`src/rtl/tmr_irq_pkg.sv`:
```
package tmr_irq_pkg;
  localparam int ROUTE_W = 5;

  // per-channel strobes from control to datapath
  typedef struct packed {
    logic setSts;
    logic dropSts;
    logic fireEdge;
    logic fireMsg;
  } chStb_t;

  // routes a channel may select, derived from the number of lines
  function automatic logic [31:0] allowedRoutes(input int lines);
    if (lines >= 32) return 32'hFF00_0000;
    else if (lines >= 20) return 32'h0000_000F << (lines - 4);
    else return 32'h0;
  endfunction
endpackage

```
`src/rtl/tmr_irq_ctrl.sv`:
```
module tmr_irq_ctrl
  import tmr_irq_pkg::*;
#(
  parameter int          NUM_CH    = 3,
  parameter int          NUM_LINES = 24,
  parameter int unsigned MSG_CAP   = 32'h3
) (
  input  logic                        clk,
  input  logic                        rstN,
  input  logic [NUM_CH-1:0]           fireStb,
  input  logic [NUM_CH-1:0]           cfgIntEn,
  input  logic [NUM_CH-1:0]           cfgLevel,
  input  logic [NUM_CH-1:0]           cfgMsgEn,
  input  logic [NUM_CH*ROUTE_W-1:0]   cfgRoute,
  input  logic [NUM_CH-1:0]           stsQ,
  input  logic [NUM_CH*ROUTE_W-1:0]   effRouteQ,
  output chStb_t [NUM_CH-1:0]         stb,
  output logic [NUM_CH*ROUTE_W-1:0]   routeNext
);
  localparam logic [31:0] ALLOWED = allowedRoutes(NUM_LINES);

  for (genvar c = 0; c < NUM_CH; c++) begin : gCh
    logic               msgMode;
    logic [ROUTE_W-1:0] progRoute;
    logic [ROUTE_W-1:0] valRoute;
    logic               live;

    assign msgMode   = MSG_CAP[c] & cfgMsgEn[c];
    assign progRoute = cfgRoute[c*ROUTE_W +: ROUTE_W];
    assign valRoute  = (msgMode || !ALLOWED[progRoute]) ? '0 : progRoute;
    assign routeNext[c*ROUTE_W +: ROUTE_W] = valRoute;

    assign live = fireStb[c] & cfgIntEn[c] & ~stsQ[c];

    assign stb[c].fireMsg  = live & msgMode;
    assign stb[c].fireEdge = live & ~msgMode & (valRoute != '0) & ~cfgLevel[c];
    assign stb[c].setSts   = live & ~msgMode & (valRoute != '0) & cfgLevel[c];
    assign stb[c].dropSts  = stsQ[c] & (~cfgIntEn[c] | msgMode | ~cfgLevel[c] |
                             (valRoute != effRouteQ[c*ROUTE_W +: ROUTE_W]));

    AST_ONE_KIND: assert property (@(posedge clk) disable iff (!rstN)
      $onehot0({stb[c].setSts, stb[c].fireEdge, stb[c].fireMsg}));
    AST_SET_TAKES: assert property (@(posedge clk) disable iff (!rstN)
      stb[c].setSts |=> stsQ[c]);
    AST_DROP_TAKES: assert property (@(posedge clk) disable iff (!rstN)
      stb[c].dropSts |=> !stsQ[c]);
  end
endmodule

```
`src/rtl/tmr_irq_dp.sv`:
```
module tmr_irq_dp
  import tmr_irq_pkg::*;
#(
  parameter int NUM_CH    = 3,
  parameter int NUM_LINES = 24
) (
  input  logic                      clk,
  input  logic                      rstN,
  input  chStb_t [NUM_CH-1:0]       stb,
  input  logic [NUM_CH*ROUTE_W-1:0] routeNext,
  input  logic                      stsWrEn,
  input  logic [NUM_CH-1:0]         stsWrData,
  input  logic [NUM_CH*64-1:0]      cfgMsgReg,
  output logic [NUM_CH-1:0]         stsQ,
  output logic [NUM_CH*ROUTE_W-1:0] effRouteQ,
  output logic [NUM_LINES-1:0]      linePulse,
  output logic [NUM_LINES-1:0]      lineLevel,
  output logic [NUM_CH-1:0]         msgReq,
  output logic [NUM_CH*32-1:0]      msgAddr,
  output logic [NUM_CH*32-1:0]      msgData
);
  localparam logic [31:0] ALLOWED = allowedRoutes(NUM_LINES);

  logic [NUM_LINES-1:0] pulseNext;

  always_comb begin
    pulseNext = '0;
    lineLevel = '0;
    for (int l = 0; l < NUM_LINES; l++) begin
      for (int c = 0; c < NUM_CH; c++) begin
        if (stb[c].fireEdge && int'(routeNext[c*ROUTE_W +: ROUTE_W]) == l)
          pulseNext[l] = 1'b1;
        if (stsQ[c] && int'(effRouteQ[c*ROUTE_W +: ROUTE_W]) == l)
          lineLevel[l] = 1'b1;
      end
    end
  end

  always_ff @(posedge clk) begin
    if (!rstN) begin
      stsQ      <= '0;
      effRouteQ <= '0;
      linePulse <= '0;
      msgReq    <= '0;
      msgAddr   <= '0;
      msgData   <= '0;
    end else begin
      effRouteQ <= routeNext;
      linePulse <= pulseNext;
      for (int c = 0; c < NUM_CH; c++) begin
        if (stb[c].dropSts || (stsWrEn && stsWrData[c])) stsQ[c] <= 1'b0;
        if (stb[c].setSts) stsQ[c] <= 1'b1;
        msgReq[c] <= stb[c].fireMsg;
        if (stb[c].fireMsg) begin
          msgAddr[c*32 +: 32] <= cfgMsgReg[c*64+32 +: 32];
          msgData[c*32 +: 32] <= cfgMsgReg[c*64 +: 32];
        end
      end
    end
  end

  for (genvar c = 0; c < NUM_CH; c++) begin : gChk
    AST_STS_ROUTED: assert property (@(posedge clk) disable iff (!rstN)
      stsQ[c] |-> effRouteQ[c*ROUTE_W +: ROUTE_W] != '0);
    AST_MSG_UNROUTED: assert property (@(posedge clk) disable iff (!rstN)
      msgReq[c] |-> effRouteQ[c*ROUTE_W +: ROUTE_W] == '0);
    AST_ROUTE_ALLOWED: assert property (@(posedge clk) disable iff (!rstN)
      effRouteQ[c*ROUTE_W +: ROUTE_W] != '0 |-> ALLOWED[effRouteQ[c*ROUTE_W +: ROUTE_W]]);
    AST_W1C: assert property (@(posedge clk) disable iff (!rstN)
      (stsWrEn && stsWrData[c] && stsQ[c]) |=> !stsQ[c]);
  end
endmodule

```
`src/rtl/tmr_irq_router.sv`:
```
module tmr_irq_router
  import tmr_irq_pkg::*;
#(
  parameter int          NUM_CH    = 3,
  parameter int          NUM_LINES = 24,
  parameter int unsigned MSG_CAP   = 32'h3
) (
  input  logic                      clk,
  input  logic                      rstN,
  input  logic [NUM_CH-1:0]         fireStb,
  input  logic [NUM_CH-1:0]         cfgIntEn,
  input  logic [NUM_CH-1:0]         cfgLevel,
  input  logic [NUM_CH-1:0]         cfgMsgEn,
  input  logic [NUM_CH*5-1:0]       cfgRoute,
  input  logic [NUM_CH*64-1:0]      cfgMsgReg,
  input  logic                      stsWrEn,
  input  logic [NUM_CH-1:0]         stsWrData,
  output logic [NUM_CH*5-1:0]       routeIdx,
  output logic [NUM_LINES-1:0]      linePulse,
  output logic [NUM_LINES-1:0]      lineLevel,
  output logic [NUM_CH-1:0]         stsBits,
  output logic [NUM_CH-1:0]         msgReq,
  output logic [NUM_CH*32-1:0]      msgAddr,
  output logic [NUM_CH*32-1:0]      msgData
);
  chStb_t [NUM_CH-1:0]       stb;
  logic [NUM_CH*ROUTE_W-1:0] routeNext;
  logic [NUM_CH-1:0]         stsQ;
  logic [NUM_CH*ROUTE_W-1:0] effRouteQ;

  tmr_irq_ctrl #(.NUM_CH(NUM_CH), .NUM_LINES(NUM_LINES), .MSG_CAP(MSG_CAP)) uCtrl (
    .clk(clk), .rstN(rstN), .fireStb(fireStb), .cfgIntEn(cfgIntEn),
    .cfgLevel(cfgLevel), .cfgMsgEn(cfgMsgEn), .cfgRoute(cfgRoute),
    .stsQ(stsQ), .effRouteQ(effRouteQ), .stb(stb), .routeNext(routeNext)
  );

  tmr_irq_dp #(.NUM_CH(NUM_CH), .NUM_LINES(NUM_LINES)) uDp (
    .clk(clk), .rstN(rstN), .stb(stb), .routeNext(routeNext),
    .stsWrEn(stsWrEn), .stsWrData(stsWrData), .cfgMsgReg(cfgMsgReg),
    .stsQ(stsQ), .effRouteQ(effRouteQ), .linePulse(linePulse),
    .lineLevel(lineLevel), .msgReq(msgReq), .msgAddr(msgAddr), .msgData(msgData)
  );

  assign routeIdx = effRouteQ;
  assign stsBits  = stsQ;
endmodule

```
`config.mk`:
```
export PLATFORM = sky130hd
export DESIGN_NAME = tmr_irq_router
export DESIGN_NICKNAME = d
export VERILOG_FILES = /design/src/rtl/tmr_irq_pkg.sv /design/src/rtl/tmr_irq_ctrl.sv /design/src/rtl/tmr_irq_dp.sv /design/src/rtl/tmr_irq_router.sv
export SDC_FILE = /design/constraint.sdc
export NUM_CORES = 1
export LEC_CHECK = 0
export BUFFER_PORTS_ARGS = -buffer_cell sky130_fd_sc_hd__buf_2
export CAP_MARGIN = 25
export CORE_AREA = 2 2 191 193
export CTS_CLUSTER_SIZE = 25
export DETAILED_ROUTE_END_ITERATION = 8
export DIE_AREA = 0 0 193 195
export MAX_ROUTING_LAYER = met4
export PLACE_DENSITY = 0.52
export SYNTH_ARGS = -nofsm -noshare
export SYNTH_HDL_FRONTEND = slang
export SYNTH_SLANG_ARGS = --single-unit
export TNS_END_PERCENT = 100
```
`constraint.sdc`:
```
create_clock -name clk -period 1.43 [get_ports clk]
set_input_delay 0.0715 -clock clk [delete_from_list [all_inputs] [get_ports clk]]
set_output_delay 0.0715 -clock clk [all_outputs]
set_load 0.005 [all_outputs]
```
# Yosys cells after proc, flatten, opt, wreduce, memory -nomap -nowiden

Memories as Yosys holds them, arrays and structs flattened.
Index checks and enable logic that the tools add are counted.

$lt $le $gt $ge: 3
Equality and inequality tests: 141
Muxes and demuxes: 156
Bitwise operators: 41
Reduce and logical (&&, ||, !) cells: 166

Operators with widths:

| cell                                                                         | number |
|---|---|
| 5-bit equality test, second input constant                                   | 96 |
| 1-bit 2-to-1 mux                                                             | 153 |
| 1-bit logical AND                                                            | 147 |
| 5-bit by 4-bit equality test with 1-bit output, second input constant        | 24 |
| 5-bit by 3-bit equality test with 1-bit output, second input constant        | 12 |
| 5-bit by 2-bit equality test with 1-bit output, second input constant        | 6 |
| 5-bit zero test                                                              | 6 |
| 1-bit bitwise AND                                                            | 22 |
| 5-bit by 6-bit less-than comparator with 1-bit output, second input constant | 3 |
| 5-bit 2-to-1 mux                                                             | 3 |
| 5-bit inequality test                                                        | 3 |
| 5-bit nonzero test                                                           | 3 |
| 1-bit NOT                                                                    | 11 |
| 1-bit OR                                                                     | 8 |
| 2-bit nonzero test                                                           | 3 |
| 1-bit logical OR                                                             | 5 |
| 1-bit zero test                                                              | 2 |

Register bits after elaboration: 173
Memory bits (read-only): 96
Output and inout port bits: 261
Logic and storage cells: 521
Memories: 3

Memory list:

| name            | words | width | read ports | clocked after memory_dff | write ports | line               | RTL |
|---|---|---|---|---|---|---|---|
| (no name shown) | 32    | 1     | 1          | 0                        | 0           | tmr_irq_ctrl.sv:30 | `assign valRoute = (msgMode \|\| !ALLOWED[progRoute]) ? '0 : progRoute;` |
| (no name shown) | 32    | 1     | 1          | 0                        | 0           | tmr_irq_ctrl.sv:30 |  |
| (no name shown) | 32    | 1     | 1          | 0                        | 0           | tmr_irq_ctrl.sv:30 |  |

# Logic depth before layout (Yosys ltp)

Depth in word-level cells: 12
Mapped depth: 6
Gate-level depth less buffers: 4

# Modules after synthesis

From an unflattened synthesis, not the netlist that was laid out.

Cell total of the unflattened synthesis: 987
Area, all modules: 10262.3 µm²

By module, submodules not included:

| module       | times used | cells each | area an instance (µm²) |
|---|---|---|---|
| tmr_irq_dp   | 1          | 931        | 9846.9 |
| tmr_irq_ctrl | 1          | 56         | 415.4 |

# Worst setup path after synthesis

No wires, ideal clock.

Path type: register -> output
From: register uDp.effRouteQ[12]
To: output lineLevel[23]
Arrival: 1.248 ns
Slack: 0.111 ns
Stages on the path, launching flop included: 6
Path buffers: 1
Cell sequence: dfxtp_1 > clkbuf_1 > nor2b_1 > and3_1 > nand3_1 > nand3_1

Cells in the longest elaborated chain, start to end: 3

Ends and longest elaborated chain:

| item                     | line                 | RTL |
|---|---|---|
| start: declaration       | tmr_irq_dp.sv:15     | `output logic [NUM_CH*ROUTE_W-1:0] effRouteQ,` |
| start signal: assignment | tmr_irq_dp.sv:48     | `effRouteQ <= routeNext;` |
| 5-bit equality test      | tmr_irq_dp.sv:33     | `if (stsQ[c] && int'(effRouteQ[c*ROUTE_W +: ROUTE_W]) == l)` |
| 1-bit logical AND        | tmr_irq_dp.sv:33     |  |
| 1-bit 2-to-1 mux         | tmr_irq_dp.sv:33     |  |
| end: declaration         | tmr_irq_router.sv:20 | `output logic [NUM_LINES-1:0] lineLevel,` |

No other way between the ends.

# Final worst setup path

From: register uDp.stsQ[1]
To: register uDp.linePulse[21]

Cells in the longest elaborated chain, start to end: 8

Ends and longest elaborated chain:

| item                             | line               | RTL |
|---|---|---|
| start: declaration               | tmr_irq_dp.sv:14   | `output logic [NUM_CH-1:0] stsQ,` |
| start signal: assignment         | tmr_irq_dp.sv:41   | `stsQ <= '0;` |
| start signal: indexed assignment | tmr_irq_dp.sv:51   | `if (stb[c].dropSts \|\| (stsWrEn && stsWrData[c])) stsQ[c] <= 1'b0;` |
| start signal: indexed assignment | tmr_irq_dp.sv:52   | `if (stb[c].setSts) stsQ[c] <= 1'b1;` |
| 1-bit NOT                        | tmr_irq_ctrl.sv:33 | `assign live = fireStb[c] & cfgIntEn[c] & ~stsQ[c];` |
| 1-bit bitwise AND                | tmr_irq_ctrl.sv:33 |  |
| 1-bit bitwise AND (3 in series)  | tmr_irq_ctrl.sv:36 | `assign stb[c].fireEdge = live & ~msgMode & (valRoute != '0) & ~cfgLevel[c];` |
| 1-bit logical AND                | tmr_irq_dp.sv:31   | `if (stb[c].fireEdge && int'(routeNext[c*ROUTE_W +: ROUTE_W]) == l)` |
| 1-bit 2-to-1 mux (2 in series)   | tmr_irq_dp.sv:31   |  |
| end signal: assignment           | tmr_irq_dp.sv:49   | `linePulse <= pulseNext;` |
| end: declaration                 | tmr_irq_dp.sv:16   | `output logic [NUM_LINES-1:0] linePulse,` |

No other way between the ends.
A chain may end at the register's enable or synchronous reset.

==> metrics.csv <==
metric,value,unit
final_cells,1952,
design_area,13600,µm²
hold_slack,0.0423,ns
clockRootBuffer,clkbuf_16,
drive_gt1_share,47.1,%
ys_types,44,
peakVddDrop,0.875,mV
met1Wirelength,11800,µm
rsz0062_at_grt,true,
synthToLayoutAreaGrowth,87.0,%
fin_crit,1.76,ns
num_vias,8046,
clock-sinks,172,
crit_type,reg2reg,
synth_edf_count,0,
status,"complete, but fails checks",
fin_tns_setup,-21.78,ns
pwr-share-comb,14.7,%
fin_util,38.5,%
grt_max_degree,82,
cp_max_fo,3,
insertion_delay,0.44,ns
power_density,838,nW/µm²
min_period_over_period,123,%
cap_violations,0,
die-area,37600,µm²
p_clk_share,41.3,%
grt_pass1_vias,7639,
synth_area_per_cell,8.35,µm²
drt_iter0_drc,283,
preCtsSetupSlack,-0.0961,ns
crit_chain,"buf_4, buf_6, buf_6, and3b_2, buf_6, nand3b_1, o32ai_1, buf_4, o21a_1",
multi_input_area,4210,µm²
finalSetupViolations,94,
finalClockSkew,0.0156,ns
rows,69,
die_height,195,µm
ys_ff_latch,172,
syn_area,7290,µm²
clkTransAtPathRegs,0.07,ns
cp.arrival,2.14,ns
report.power.total,11.4,mW
start_kind,flip-flop,
grt.overflow.total,0,
gp_congestion,0.861,
start_util,20.6,%
placed_cells,1734,
violations,setup timing,
wl,28700,µm
track_usage,14.1,%
synth_flop_cell,dfxtp_1,
cts_buffers,17,
seq_area,3490,µm²
post_drt_wl_per_cell,14.7,µm
cts_buffer_depth,2,
syn_inst,873,
switchingPower,2.88,mW
postRouteAntennaNets,0,
antennaDiodeCount,0,
route.met2.wl,14400,µm
hold_class,in2reg,
slew_violations,0,
yosysWarnings,0,
die_w,193,µm
via_per_inst,4.12,
wl_met3,1890,µm
synth-seq-area-share,47.2,%
placed_area,9950,µm²
drc,0,
p_sw_share,25.2,%
dr.max_layer_used,met4,
antenna_found_initial,0,
slowest_delay,0.32,ns
cts_tree,built,
max_freq,568,MHz
htreeDepth,4,
fin_ws,-0.329,ns
crit_top_cell,buf_6,
place_hpwl,18500,µm
async_flop_share,0,%
internal-power,8.54,mW
power_frac_seq,44.0,%
grt_first_pass_wirelength,39800,µm
finalHoldViolCount,0,
critical_path_required,1.82,ns
io_pins,486,
drtPass1Iterations,4,
p_leak,6.37,nW
cp-end-kind,flip-flop,
io_buffers,355,
core_area,35400,µm²
fillers,3541,
nets,1703,
cpMaxStageDelayCell,dfxtp_2,
worst max-delay path, delay by kind of cell (launching register included):
kind | cells | cell delay [ns]
compound gates | 2 | 0.39
buf+inv | 5 | 0.59
flops | 1 | 0.32
simple gates | 2 | 0.41
area by class of cell:
type	instances	share of cell area [%]
clock inverters	10	0.771
repair buffers	618	34.8
inverters	3	0.0826
well taps	461	4.23
clock buffers	22	3.63
flip-flops and latches	172	25.6
multi-input cells	666	30.9
cell usage in the layout (no fill, tap or decap), drive strengths merged, types with 3 or more instances in the layout:
master,n
conb,88
clkbuf,29
and3,14
nand2,285
nor2,14
nor3b,7
nand3,16
o21ai,15
and2,8
dlygate4sd3,141
buf,469
o22ai,3
a21boi,128
nor2b,10
or4bb,3
o211ai,6
inv,6
xor2,3
and3b,3
nand2b,7
dfxtp,172
a22oi,14
nor3,12
clkinv,4
a21oi,8
what timing repair did:
action | in CTS | in global routing
pin swaps | 46 | 108
hold endpoints to repair | 138 | 0
endpoints found under the setup margin | 49 | 137
cloned | 8 | 8
setup buffers | 22 | 11
hold buffers | 141 | 0
gates resized for setup | 180 | 255
power groups by stage:
stage / Combinational (mW) / Clock [mW] / Sequential (mW)
6_report: 1.68 / 4.71 / 5.02
5_1_grt: 1.82 / 5.09 / 5.04
4_1_cts: 1.48 / 4.89 / 5.02
3_5_place_dp: 1.01 / 0 / 5.14
3_3_place_gp: 1.01 / 0 / 5.13
2_1_floorplan: 0.516 / 0 / 5.15
Yosys cell counts (3+ instances only):
master	n	area [µm²]
a21boi_0	128	961
nand3_1	16	80.1
clkbuf_1	27	101
a22oi_1	14	105
and3b_1	3	26.3
nor2_1	14	52.6
buf_2	20	100
nor2b_1	10	62.6
a21oi_1	8	40.0
xor2_1	3	26.3
nand2_1	285	1070
nor3_1	12	60.1
buf_4	71	533
nand2b_1	7	43.8
o22ai_1	3	18.8
o21ai_0	15	75.1
and2_1	6	37.5
or4bb_1	3	33.8
dfxtp_1	172	3440
and3_1	11	68.8
inv_1	3	11.3
o211ai_1	6	45.0
nor3b_1	6	45.0
and3_2	3	22.5
metal layers:
| layer | GRT usage [%] | up-vias |
|---|---|---|
| li1 | - | 3954 |
| met1 | 15.8 | 3757 |
| met2 | 24.0 | 300 |
| met3 | 3.92 | 35 |
| met4 | 4.52 | 0 |
| met5 | - | - |
flip-flops by register name, indices dropped and copies added (netlist names):
register       flops
uDp.effRouteQ     15
uDp.linePulse     24
uDp.stsQ           3
uDp.msgReq         2
uDp.msgAddr       64
uDp.msgData       64
final timing paths:
| check | from | to | slack [ns] | depth (start not counted) |
|---|---|---|---|---|
| worst max register to register | uDp.stsQ[1]$_SDFFE_PN0P_ | uDp.linePulse[21]$_SDFF_PN0_ | -0.33 | 9 |
| worst min-delay path | cfgIntEn[2] | uDp.stsQ[2]$_SDFFE_PN0P_ | 0.04 | 5 |
| worst max-delay path | uDp.stsQ[1]$_SDFFE_PN0P_ | uDp.linePulse[21]$_SDFF_PN0_ | -0.33 | 9 |
| worst min register to register | uDp.msgData[55]$_SDFFE_PN0P_ | uDp.msgData[55]$_SDFFE_PN0P_ | 0.45 | 2 |
cells by family (layout without fill, tap and decap cells):
family,Yosys count,in the layout,share of synthesized area (%)
AOI/OAI and AO/OA,183,183,18.1
other,1,88,0.0514
DFF,172,172,47.2
and+or+nand+nor,392,392,23.9
buffers and inverters,122,653,10.4
xor gates and xnor gates,3,3,0.361
Note: power is estimated with default switching activity, not from simulation.
